==> config.mk <==
export PLATFORM = sky130hd
export DESIGN_NAME = ser_shifter
export DESIGN_NICKNAME = d
export VERILOG_FILES = /design/src/rtl/ser_shifter_pkg.sv /design/src/rtl/ser_clkgen.sv /design/src/rtl/ser_core.sv /design/src/rtl/ser_pinmux.sv /design/src/rtl/ser_shifter.sv
export SDC_FILE = /design/constraint.sdc
export NUM_CORES = 1
export LEC_CHECK = 0
export ABC_CLOCK_PERIOD_IN_PS = 3300
export BUFFER_PORTS_ARGS = -buffer_cell sky130_fd_sc_hd__buf_2
export CAP_MARGIN = 20
export CORE_MARGIN = 2
export CORE_UTILIZATION = 38
export DETAILED_ROUTE_END_ITERATION = 16
export PLACE_DENSITY_LB_ADDON = 0.2
export SLEW_MARGIN = 25
export SYNTH_ARGS = -nofsm -noshare
export SYNTH_HDL_FRONTEND = slang
export SYNTH_SLANG_ARGS = --single-unit
==> constraint.sdc <==
create_clock -name clk -period 3.3 [get_ports clk]
set_clock_uncertainty 0.15 [all_clocks]
set_input_delay 0.165 -clock clk [delete_from_list [all_inputs] [get_ports clk]]
set_output_delay 0.165 -clock clk [all_outputs]
set_load 0.01 [all_outputs]
==> src/rtl/ser_shifter_pkg.sv <==
package ser_shifter_pkg;
    localparam int DATA_W = 8;
    localparam int NIB_W  = 4;
    localparam int NIBS   = DATA_W / NIB_W;
    localparam int CNT_W  = $clog2(DATA_W);

    typedef enum logic [1:0] {
        SEL_MODE = 2'd0,
        SEL_LO   = 2'd1,
        SEL_HI   = 2'd2
    } wsel_e;

    typedef enum logic [1:0] {
        ST_IDLE  = 2'd0,
        ST_ARMED = 2'd1,
        ST_RUN   = 2'd2
    } xfer_e;

    typedef struct packed {
        logic so_en;
        logic si_en;
        logic clk_ext;
    } mode_t;

    typedef struct packed {
        logic fall;
        logic rise;
    } sck_evt_t;

    function automatic mode_t nib_to_mode(input logic [NIB_W-1:0] n);
        return mode_t'(n[2:0]);
    endfunction
endpackage

==> src/rtl/ser_clkgen.sv <==
module ser_clkgen
    import ser_shifter_pkg::*;
#(
    parameter int HALF_PER    = 2,
    parameter int SYNC_STAGES = 2
) (
    input  logic     clk,
    input  logic     rst,
    input  logic     clk_ext,
    input  logic     busy,
    input  logic     restart,
    input  logic     sck_in,
    output sck_evt_t evt,
    output logic     sck_int
);
    localparam int HC_W = (HALF_PER > 1) ? $clog2(HALF_PER) : 1;

    logic [HC_W-1:0]        hcnt_q;
    logic                   sck_q;
    logic                   run_int;
    logic                   half_done;
    logic [SYNC_STAGES-1:0] sync_q;
    logic                   prev_q;
    logic                   sck_s;
    sck_evt_t               int_evt;
    sck_evt_t               ext_evt;

    assign run_int   = busy && !clk_ext && !restart;
    assign half_done = (hcnt_q == HC_W'(HALF_PER - 1));

    always_ff @(posedge clk) begin
        if (rst || !run_int) begin
            hcnt_q <= '0;
            sck_q  <= 1'b1;
        end else if (half_done) begin
            hcnt_q <= '0;
            sck_q  <= ~sck_q;
        end else begin
            hcnt_q <= hcnt_q + HC_W'(1);
        end
    end

    always_comb begin
        int_evt.fall = run_int && half_done && sck_q;
        int_evt.rise = run_int && half_done && !sck_q;
    end

    generate
        if (SYNC_STAGES == 1) begin : g_sync1
            always_ff @(posedge clk) begin
                if (rst) sync_q <= '1;
                else     sync_q <= sck_in;
            end
        end else begin : g_syncn
            always_ff @(posedge clk) begin
                if (rst) sync_q <= '1;
                else     sync_q <= {sync_q[SYNC_STAGES-2:0], sck_in};
            end
        end
    endgenerate

    assign sck_s = sync_q[SYNC_STAGES-1];

    always_ff @(posedge clk) begin
        if (rst) prev_q <= 1'b1;
        else     prev_q <= sck_s;
    end

    always_comb begin
        ext_evt.fall = prev_q && !sck_s;
        ext_evt.rise = !prev_q && sck_s;
    end

    assign evt     = clk_ext ? ext_evt : int_evt;
    assign sck_int = sck_q;

    // the generated clock rests high whenever no transfer is active
    a_r7_idle_high: assert property (@(posedge clk) disable iff (rst)
        !busy |-> sck_int);
    // a settled external-clock selection keeps the internal clock parked
    a_r8_ext_parked: assert property (@(posedge clk) disable iff (rst)
        (clk_ext && $past(clk_ext)) |-> sck_int);
endmodule

==> src/rtl/ser_core.sv <==
module ser_core
    import ser_shifter_pkg::*;
(
    input  logic              clk,
    input  logic              rst,
    input  logic              start,
    input  logic              flag_clr,
    input  sck_evt_t          evt,
    input  logic              si_bit,
    input  logic [NIBS-1:0]   nib_wr,
    input  logic [NIB_W-1:0]  wr_nib,
    output logic [DATA_W-1:0] data,
    output logic              so_bit,
    output logic              busy,
    output logic              flag
);
    xfer_e             st_q;
    logic [CNT_W-1:0]  cnt_q;
    logic [DATA_W-1:0] sr_q;
    logic [DATA_W-1:0] sr_d;
    logic              so_q;
    logic              flag_q;
    logic              last_bit;
    logic              shift_now;
    logic              done;
    logic              abort;

    assign busy      = (st_q != ST_IDLE);
    assign last_bit  = (cnt_q == CNT_W'(DATA_W - 1));
    assign shift_now = (st_q == ST_RUN) && evt.rise && !start;
    assign done      = shift_now && last_bit;
    assign abort     = start && busy;

    always_comb begin
        sr_d = sr_q;
        if (shift_now) begin
            sr_d = {si_bit, sr_q[DATA_W-1:1]};
        end else if (!busy) begin
            for (int g = 0; g < NIBS; g++) begin
                if (nib_wr[g]) sr_d[g*NIB_W +: NIB_W] = wr_nib;
            end
        end
    end

    always_ff @(posedge clk) begin
        if (rst) begin
            st_q   <= ST_IDLE;
            cnt_q  <= '0;
            sr_q   <= '0;
            so_q   <= 1'b0;
            flag_q <= 1'b0;
        end else begin
            sr_q <= sr_d;
            if (done || abort)  flag_q <= 1'b1;
            else if (flag_clr)  flag_q <= 1'b0;
            if (start) begin
                st_q  <= ST_ARMED;
                cnt_q <= '0;
            end else begin
                if (busy && evt.fall) so_q <= sr_q[0];
                unique case (st_q)
                    ST_ARMED: if (evt.fall) st_q <= ST_RUN;
                    ST_RUN: begin
                        if (evt.rise) begin
                            cnt_q <= cnt_q + CNT_W'(1);
                            if (last_bit) st_q <= ST_IDLE;
                        end
                    end
                    default: st_q <= ST_IDLE;
                endcase
            end
        end
    end

    assign data   = sr_q;
    assign so_bit = so_q;
    assign flag   = flag_q;

    // a start leaves the block armed with an empty count
    a_r3_start_clears: assert property (@(posedge clk) disable iff (rst)
        start |=> (cnt_q == '0) && (st_q == ST_ARMED));
    // restarting an active transfer raises the flag
    a_r6_abort_flags: assert property (@(posedge clk) disable iff (rst)
        (start && busy) |=> flag);
    // the final rising edge ends the transfer with the flag up
    a_r5_done_flags: assert property (@(posedge clk) disable iff (rst)
        done |=> (flag && !busy));
    // half writes during a transfer leave the byte untouched
    a_r10_write_ignored: assert property (@(posedge clk) disable iff (rst)
        (busy && !evt.rise && (|nib_wr)) |=> $stable(data));
    // the output bit moves only after a falling edge
    a_r4_so_on_fall: assert property (@(posedge clk) disable iff (rst)
        !$stable(so_bit) |-> $past(evt.fall));
endmodule

==> src/rtl/ser_pinmux.sv <==
module ser_pinmux
    import ser_shifter_pkg::*;
(
    input  mode_t mode,
    input  logic  so_core,
    input  logic  port_so,
    input  logic  si_pin,
    output logic  so_pin,
    output logic  si_core,
    output logic  sck_oe
);
    assign so_pin  = mode.so_en ? so_core : port_so;
    assign si_core = mode.si_en & si_pin;
    assign sck_oe  = !mode.clk_ext;
endmodule

==> src/rtl/ser_shifter.sv <==
module ser_shifter
    import ser_shifter_pkg::*;
#(
    parameter int HALF_PER    = 2,
    parameter int SYNC_STAGES = 2
) (
    input  logic       clk,
    input  logic       rst,
    input  logic       wr_en,
    input  logic [1:0] wr_sel,
    input  logic [3:0] wr_data,
    input  logic       start,
    input  logic       flag_clr,
    output logic [3:0] rd_lo,
    output logic [3:0] rd_hi,
    output logic       irq_flag,
    input  logic       sck_in,
    output logic       sck_out,
    output logic       sck_oe,
    input  logic       si,
    output logic       so,
    input  logic       port_so
);
    mode_t             mode_q;
    logic [NIBS-1:0]   nib_wr;
    logic [DATA_W-1:0] data;
    logic              so_core;
    logic              si_core;
    logic              busy;
    sck_evt_t          evt;

    always_ff @(posedge clk) begin
        if (rst)
            mode_q <= '0;
        else if (wr_en && (wr_sel == 2'(SEL_MODE)))
            mode_q <= nib_to_mode(wr_data);
    end

    generate
        for (genvar g = 0; g < NIBS; g++) begin : g_nib
            assign nib_wr[g] = wr_en && (wr_sel == (2'(SEL_LO) + 2'(g)));
        end
    endgenerate

    ser_clkgen #(
        .HALF_PER    (HALF_PER),
        .SYNC_STAGES (SYNC_STAGES)
    ) u_clkgen (
        .clk     (clk),
        .rst     (rst),
        .clk_ext (mode_q.clk_ext),
        .busy    (busy),
        .restart (start),
        .sck_in  (sck_in),
        .evt     (evt),
        .sck_int (sck_out)
    );

    ser_core u_core (
        .clk      (clk),
        .rst      (rst),
        .start    (start),
        .flag_clr (flag_clr),
        .evt      (evt),
        .si_bit   (si_core),
        .nib_wr   (nib_wr),
        .wr_nib   (wr_data),
        .data     (data),
        .so_bit   (so_core),
        .busy     (busy),
        .flag     (irq_flag)
    );

    ser_pinmux u_pinmux (
        .mode    (mode_q),
        .so_core (so_core),
        .port_so (port_so),
        .si_pin  (si),
        .so_pin  (so),
        .si_core (si_core),
        .sck_oe  (sck_oe)
    );

    assign rd_lo = data[3:0];
    assign rd_hi = data[7:4];
endmodule

Yosys cells after proc, flatten, opt, wreduce, memory -nomap -nowiden --
Index checks and enable logic that the tools add are counted.
Operators by class: add/sub/neg operators 2, eq/ne operators 12, muxes and demuxes 13, bitwise logic cells 3, reductions and logical operators 36
Operator list (count):
- $mux W8 | 2
- $logic_and A1 B1 Y1 | 15
- $ne A3 B2 Y1 const B | 3
- $mux W2 | 4
- $mux W4 | 2
- $ne A2 B1 Y1 const B | 4
- $reduce_and A2 Y1 | 4
- $reduce_bool A2 Y1 | 4
- $logic_not A1 Y1 | 6
- $reduce_and A3 Y1 | 2
- $eq A2 B1 Y1 const B | 2
- $eq A2 B2 Y1 const B | 2
- $mux W1 | 4
- $pmux W2 S2 | 1
- $reduce_or A2 Y1 | 2
- $add A3 B1 Y3 const B | 1
- $eq A3 B3 Y1 const B | 1
- $logic_not A2 Y1 | 1
- $logic_or A1 B1 Y1 | 2
- $not A1 Y1 | 2
- $add A1 B1 Y1 const B | 1
- $and A1 B1 Y1 | 1
Word-level totals: bits in registers 23, input bits 14, output and inout port bits 12, logic and storage cells 80

Longest topological paths before layout --
Gate-level depths: netlist (run 1).
depth after elaboration 11, gate-level depth with buffers 5, mapped depth without buffers 4

By module --
From an unflattened synthesis (run 1), not the netlist that was laid out.
Unflattened totals: cells, all modules 116, area total of the unflattened synthesis 1108.6 um^2
Modules (own cells, without submodules):
- ser_core | instances 1, cells each 79, area an instance 726.9 um^2, sequential area each 300.3 um^2
- ser_clkgen | instances 1, cells each 18, area an instance 192.7 um^2, sequential area each 100.1 um^2
- ser_shifter | instances 1, cells each 16, area an instance 163.9 um^2, sequential area each 60.1 um^2
- ser_pinmux | instances 1, cells each 3, area an instance 25.0 um^2, sequential area each 0.0 um^2

Least setup slack after synthesis (run 1) --
Ideal clock, no wire load.
kind register to register, start point register u_core.st_q[0], end point register u_core.cnt_q[0], library setup time 0.070 ns, arrival 1.333 ns, required time 3.080 ns, path slack 1.748 ns, stages on the path, launching flop included 5, path buffers 0, clock period less this slack 1.552 ns, cell sequence dfxtp_1 -> o21bai_2 -> o31a_1 -> or3_1 -> a21oi_1
On the way: longest elaborated chain between the ends 7, elaborated cells on any way between the ends 8, classes of those cells 1 x eq/ne; 1 x mux; 6 x reduce/logical
RTL lines:
- start, declared | RTL line ser_core.sv:17 | xfer_e st_q;
- start signal, assigned | RTL line ser_core.sv:47 | st_q <= ST_IDLE;
- start signal, assigned | RTL line ser_core.sv:57 | st_q <= ST_ARMED;
- start signal, assigned | RTL line ser_core.sv:62 | ST_ARMED: if (evt.fall) st_q <= ST_RUN;
- $reduce_bool A2 Y1 | RTL line ser_core.sv:28 | assign busy = (st_q != ST_IDLE);
- $logic_and A1 B1 Y1 (2 in a row) | RTL line ser_clkgen.sv:28 | assign run_int = busy && !clk_ext && !restart;
- $logic_and A1 B1 Y1 (2 in a row) | RTL line ser_clkgen.sv:45 | int_evt.rise = run_int && half_done && !sck_q;
- $mux W2 | RTL line ser_clkgen.sv:74 | assign evt = clk_ext ? ext_evt : int_evt;
- $reduce_and A2 Y1 (no source line) *
- end signal, assigned | RTL line ser_core.sv:65 | cnt_q <= cnt_q + CNT_W'(1);
- end, declared | RTL line ser_core.sv:18 | logic [CNT_W-1:0] cnt_q;
Mark *: on every way between the ends. The rest lies on a longest branch, timed or not. A chain may end at the register's enable or synchronous reset.

Worst setup path in the final report (run 1) --
start point input start, end point register u_core.cnt_q[0]
On the way: longest elaborated chain between the ends 6, elaborated cells on any way between the ends 7, classes of those cells 1 x mux; 6 x reduce/logical
RTL lines:
- start, declared | RTL line ser_shifter.sv:12 | input logic start,
- $logic_not A1 Y1 | RTL line ser_clkgen.sv:28
- $logic_and A1 B1 Y1 | RTL line ser_clkgen.sv:28
- $logic_and A1 B1 Y1 (2 in a row) | RTL line ser_clkgen.sv:45
- $mux W2 | RTL line ser_clkgen.sv:74
- $reduce_and A2 Y1 (no source line)
Parallel ways exist; a longest one is shown, timed or not.

==> run metrics, run 1 <==
outcome complete, no violations; max cap viols 0; drt wl/cell approximately 13 um; Slew HR ~57%; Distinct cells, synth 36; Worst Setup Path Type in2reg; CTS tree yes; htree depth 1; first-pass GRT wire length ~3800 um; setup violators final 0; clk slew on worst S/H paths between 0.1 and 0.15 ns; Fin. Hold Viols 0; overall power roughly 0.48 mW; Critical Path End Type flop; PortBufs 25; hpwl dp ~1800 um; Worst-Skew Late Latency between 0.3 and 0.4 ns; Hold Slack about 0.05 ns; Hold Crit Class in2reg; Post-synth EDFFs 0; # resized after CTS 0; First-pass DRT Iterations 4; Area after DPL roughly 1200 um^2; synthesized area 1060 um^2; Yosys reg bits 23; Post-Syn Instances around 120; DRT iter0 DRCs 24; post-route cell area about 1300 um^2; FMAX a little over 0.5 GHz; post-layout net count roughly 170; clock root buffer clkbuf_4; I/O pin cnt 26; Antenna diodes 0; Power Density approximately 360 nW/um^2; initial antenna violation count 0; Post-synth top flop dfxtp_1; Tcrit/Tclk final between 50% and 60%; Starting Density ~39%; final max-slew violation count 0; routed vias roughly 960; Peak VDD IR 0.000261 V; Mean Syn Cell Area between 9 and 10 um^2; Residual DRC 0; layout cells sized above 1 between 20% and 30%; startpoint types primary input; vias per inst 5.35; WL final between 2000 and 2500 um; Worst Path Max Fanout 12; die width about 57 um; cts bufs inserted 3; Tot GR Track Use between 10% and 20%; total grt overflow 0; syn nets 131; largest net degree at the start of global routing 21; arrival time at the worst endpoint slightly above 2 ns; setup TNS 0 ns; clk sinks 23; RSZ-0062 raised after global routing false; sequential element share of the synthesized area 43.6%; Die Y 56.7 um; CORE AREA roughly 2700 um^2; GP Congestion just under 0.8; remaining antenna violation count 0; number of global-route vias before repair 846; Die Area 3220 um^2; Required @ worst endpoint ~3.4 ns; Cell Rows 19; worst-margin pin slew between 0.6 and 0.7 ns; Ys Warns 0; Syn-to-layout area delta 24.1%; leakage 0.498 nW; fraction of registers with async set/reset 0%; clk buf depth 2; min Tclk post-route around 2 ns
[cell usage in the layout (no fill, tap or decap), types with 2 or more instances in the layout]
master / instances
a211oi_1: 3
a21oi_1: 7
a311oi_1: 4
a31oi_1: 2
buf_2: 25
clkbuf_4: 3
dfxtp_1: 23
dlygate4sd3_1: 8
ha_1: 2
inv_1: 2
mux2i_1: 6
nand2_1: 7
nand2b_1: 4
nand3_1: 7
nand3b_1: 4
nor2_1: 7
nor3_1: 7
o21ai_0: 4
or2_2: 4
[kinds of logic after synthesis]
| group | after synthesis | share of synthesized area [%] |
|---|---|---|
| flip-flops | 23 | 43.6 |
| AO/OA/AOI/OAI | 27 | 18.5 |
| adder cells (fa/ha/maj) | 2 | 2.37 |
| AND/OR/NAND/NOR | 49 | 25.8 |
| buffers and inverters | 6 | 2.25 |
| XOR/XNOR | 1 | 0.829 |
| multiplexers | 7 | 6.75 |
[through the flow]
step / utilization [%] / setup WS, ns / instances
global placement: 44.5 / 1.53 / 167
CTS: 48.4 / 1.34 / 179
finish: 48.4 / 1.34 / 179
global route: 48.4 / 1.22 / 179
detailed placement: 44.5 / 1.50 / 167
floorplan: - / 1.75 / 115
[synthesized netlist by cell type, types with 2 or more instances]
cell | n | area share (%)
o21ai_0 | 4 | 1.9
clkbuf_1 | 3 | 1.1
nand3_1 | 7 | 3.3
or2_2 | 4 | 2.4
ha_1 | 2 | 2.4
nand3b_1 | 4 | 2.8
nand2_1 | 7 | 2.5
dfxtp_1 | 23 | 44
nand2b_1 | 4 | 2.4
nor2_1 | 7 | 2.5
nor3_1 | 7 | 3.3
a31oi_1 | 2 | 1.2
a211oi_1 | 3 | 2.1
inv_1 | 2 | 0.71
a311oi_1 | 4 | 3.3
a21oi_1 | 7 | 3.3
mux2i_1 | 6 | 5.7
[path summary, 6_finish.rpt]
path / endpoint / from / depth (start not counted) / slack (ns)
setup reg to reg: u_core.cnt_q[0]$_SDFFE_PP0N_ / u_core.st_q[0]$_SDFFE_PP0P_ / 4 / 1.45
hold / removal: u_core.data[2]$_SDFFE_PP0P_ / wr_sel[0] / 3 / 0.05
hold reg to reg: u_clkgen.sync_q[1]$_SDFF_PP1_ / u_clkgen.sync_q[0]$_SDFF_PP1_ / 1 / 0.28
setup / recovery: u_core.cnt_q[0]$_SDFFE_PP0N_ / start / 6 / 1.34
[critical path, stage by stage]
cell and delay [ns]:
dlygate4sd3_1 0.53, buf_2 0.15, o21bai_2 0.25, o31a_1 0.44, or3_1 0.39, a21oi_1 0.14
[routing by layer]
layer | share of wire (%) | GRT usage [%] | up-vias
li1 | - | - | 492
met1 | 48 | 20.7 | 442
met2 | 47 | 24.3 | 19
met3 | 3.6 | 2.76 | 4
met4 | 0.96 | 5.32 | 0
met5 | 0 | 0 | -
[where the power goes]
group / total, mW / switching (mW) / internal [mW]
clock network: 0.133 / 0.0879 / 0.0454
logic: 0.0525 / 0.0256 / 0.0270
registers: 0.292 / 0.00650 / 0.285
total: 0.478 / 0.120 / 0.358
[flip-flops by register name (all words and copies together), names as in the netlist, 2 cells and up]
signal	flops
u_core.data	8
mode_q	3
u_core.cnt_q	3
u_clkgen.sync_q	2
u_core.st_q	2
[cell type report]
| cell class | count | area [um^2] |
|---|---|---|
| multi-input combinational | 86 | 573 |
| clock inverter | 1 | 5.00 |
| tap | 31 | 38.8 |
| timing repair buffer | 33 | 205 |
| clock buffer | 3 | 22.5 |
| sequential | 23 | 460 |
| fill | 269 | 1400 |
| inverter | 2 | 7.51 |
[what timing repair did]
item,in CTS,in global routing
setup endpoints to repair,0,0
endpoints found under the hold margin,8,0
setup buffers,0,0
hold buffers,8,0
(Power assumes the default switching activity.)
==> run 2: changes to the inputs <==
--- a/config.mk
+++ b/config.mk
@@ -5,7 +5,7 @@
 export SDC_FILE = /design/constraint.sdc
 export NUM_CORES = 1
 export LEC_CHECK = 0
-export ABC_CLOCK_PERIOD_IN_PS = 3300
+export ABC_CLOCK_PERIOD_IN_PS = 1960
 export BUFFER_PORTS_ARGS = -buffer_cell sky130_fd_sc_hd__buf_2
 export CAP_MARGIN = 20
 export CORE_MARGIN = 2
==> constraint.sdc (replaced) <==
create_clock -name clk -period 1.96 [get_ports clk]
set_clock_uncertainty 0.15 [all_clocks]
set_input_delay 0.098 -clock clk [delete_from_list [all_inputs] [get_ports clk]]
set_output_delay 0.098 -clock clk [all_outputs]
set_load 0.01 [all_outputs]
==> run 2 against run 1 <==
Utilization rose by 0.46 points. Register-to-register slack got worse by 1.3 ns. Worst setup slack got worse by 1.2 ns. Critical endpoint unchanged. Clock-buffer cell count rose by 1. Flip-flop and latch count did not move. Sequential share of layout area fell by 0.33 points. Routed wire length fell by 2.5%. Global-route usage rose by 0.14 points. Clock power rose by 63%. Largest cell class unchanged. Sequential power rose by 68%. Power rose by 67%.
==> run metrics, run 2 (synthesis results as in run 1) <==
overall power roughly 0.80 mW; slowest stage delay, CP about 0.53 ns; CTS tree yes; remaining antenna violation count 0; CORE AREA between 2000 and 3000 um^2; met3 WL around 99 um; CP Depth 6; final max-slew violation count 0; worst path cell trace dlygate4sd3_1 > buf_2 > o21bai_2 > o31a_2 > or3_1 > a21oi_1; PortBufs 25; initial antenna violation count 0; CP delay by family, top compound AO/OA/AOI/OAI gates; final core utilization 48.9%; R2R depth 4; die width 56.7 um; arrival time at the worst endpoint about 2 ns; Tot GR Track Use between 15 and 20%; First-pass DRT Iterations 4; Fillers between 200 and 300; DP Cell Count 167; htree depth 1; clk slew on worst S/H paths between 0.1 and 0.15 ns; Worst Setup Path Type in2reg; layout cells sized above 1 between 20% and 30%; WL final about 2300 um; first-pass GRT wire length approximately 3800 um; Die Area 3220 um^2; cts bufs inserted 3; FMAX roughly 0.54 GHz; max cap viols 0; non-filler instance count after layout 180; post-route cell area 1330 um^2; worst r2r src u_core.st_q[0]$_SDFFE_PP0P_; leakage around 0.5 nW; Worst-Skew Late Latency roughly 0.31 ns; setup TNS 0 ns; slowest cell on the critical path dlygate4sd3_1; Residual DRC 0; highest routing layer actually used met4; Required @ worst endpoint roughly 2.1 ns; total grt overflow 0; Area after DPL 1200 um^2; min Tclk post-route ~1.9 ns; drt wl/cell about 13 um; GP Congestion 0.758; number of global-route vias before repair 868; most common cell after layout, fill and taps aside buf_2; CP endpoint u_core.cnt_q[0]$_SDFFE_PP0N_; Critical Path End Type flop; Worst R2R End u_core.cnt_q[0]$_SDFFE_PP0N_; Syn-to-layout area delta 25.3%; setup violators final 0; Slew HR between 50% and 60%; Setup crit start start; Starting Density between 30% and 40%; clk sinks 23; Hold Crit Class in2reg; clk buf depth 2; Power Density 602 nW/um^2; Tcrit/Tclk final between 90% and 100%; RSZ-0062 raised after global routing false; startpoint types primary input; hpwl dp 1720 um; Peak VDD IR 0.000422 V; Fin. Hold Viols 0; vias per inst roughly 5.4; Antenna diodes 0; outcome complete, no violations; max reg flops 8; setup bufs post-CTS 0; Worst Path Max Fanout 12; Cell Rows 19; clock root buffer clkbuf_4; post-layout net count 166; Die Y between 50 and 60 um; R2R Setup Slk 0.15 ns; metal2 WL about 1100 um; Multi-input gate area 577 um^2; largest net degree at the start of global routing 21; commonest cells after routing, fill and taps aside buf_2 (25), dfxtp_1 (23), dlygate4sd3_1 (9); Buf/Inv on CP 2; Metal-1 WL approximately 1100 um; worst-margin pin slew approximately 0.61 ns; DRT iter0 DRCs 13; I/O pin cnt 26; routed vias between 900 and 1000; register area ~460 um^2
-- run 2: changes by cell type in the layout (fill, tap and decap cells not counted), sizes merged --
cell	previous run	this run
clkinv	1	0
clkbuf	3	4
dlygate4sd3	8	9
-- run 2: cell type report --
cell class                      instances  area share [%]
Clock buffer                            4            1.98
Inverter                                2           0.567
Tap cell                               31            2.93
Multi-Input combinational cell         86            43.5
Timing Repair Buffer                   34            16.2
Sequential cell                        23            34.7
-- run 2: report_power, final --
group          internal [mW]  switching, mW  total, mW
logic                 0.0467         0.0427     0.0894
registers              0.480         0.0109      0.491
clock network         0.0794          0.138      0.217
-- run 2: worst min-delay path by stage --
stage | start | end | slack, ns | cells after the start
5_1_grt | rst | mode_q[2]$_SDFFE_PP0P_ | 0.02 | 2
6_report | rst | u_core.st_q[0]$_SDFFE_PP0P_ | 0.02 | 2
2_1_floorplan | sck_in | u_clkgen.sync_q[0]$_SDFF_PP1_ | 0.05 | 1
4_1_cts | rst | u_core.st_q[0]$_SDFFE_PP0P_ | 0.008 | 2
3_5_place_dp | sck_in | u_clkgen.sync_q[0]$_SDFF_PP1_ | 0.14 | 2
3_3_place_gp | sck_in | u_clkgen.sync_q[0]$_SDFF_PP1_ | 0.13 | 2
-- run 2: repair_timing --
action,4_1_cts,5_1_grt
hold buffers,9,0
endpoints found under the hold margin,16,0
resized for setup,0,2
setup endpoints to repair,0,3
-- run 2: per-stage QoR --
step                worst slack, ns  hold WS [ns]
CTS                          0.0633       0.00797
global route                 0.0267        0.0192
global placement              0.190         0.131
detailed placement            0.141         0.137
finish                       0.0956        0.0169
floorplan                     0.408        0.0518
-- run 2: layer usage --
metal	global-route usage [%]	vias up
met1	20.5	446
li1	-	494
met5	0	-
met2	23.4	25
met4	8.97	0
met3	2.30	6
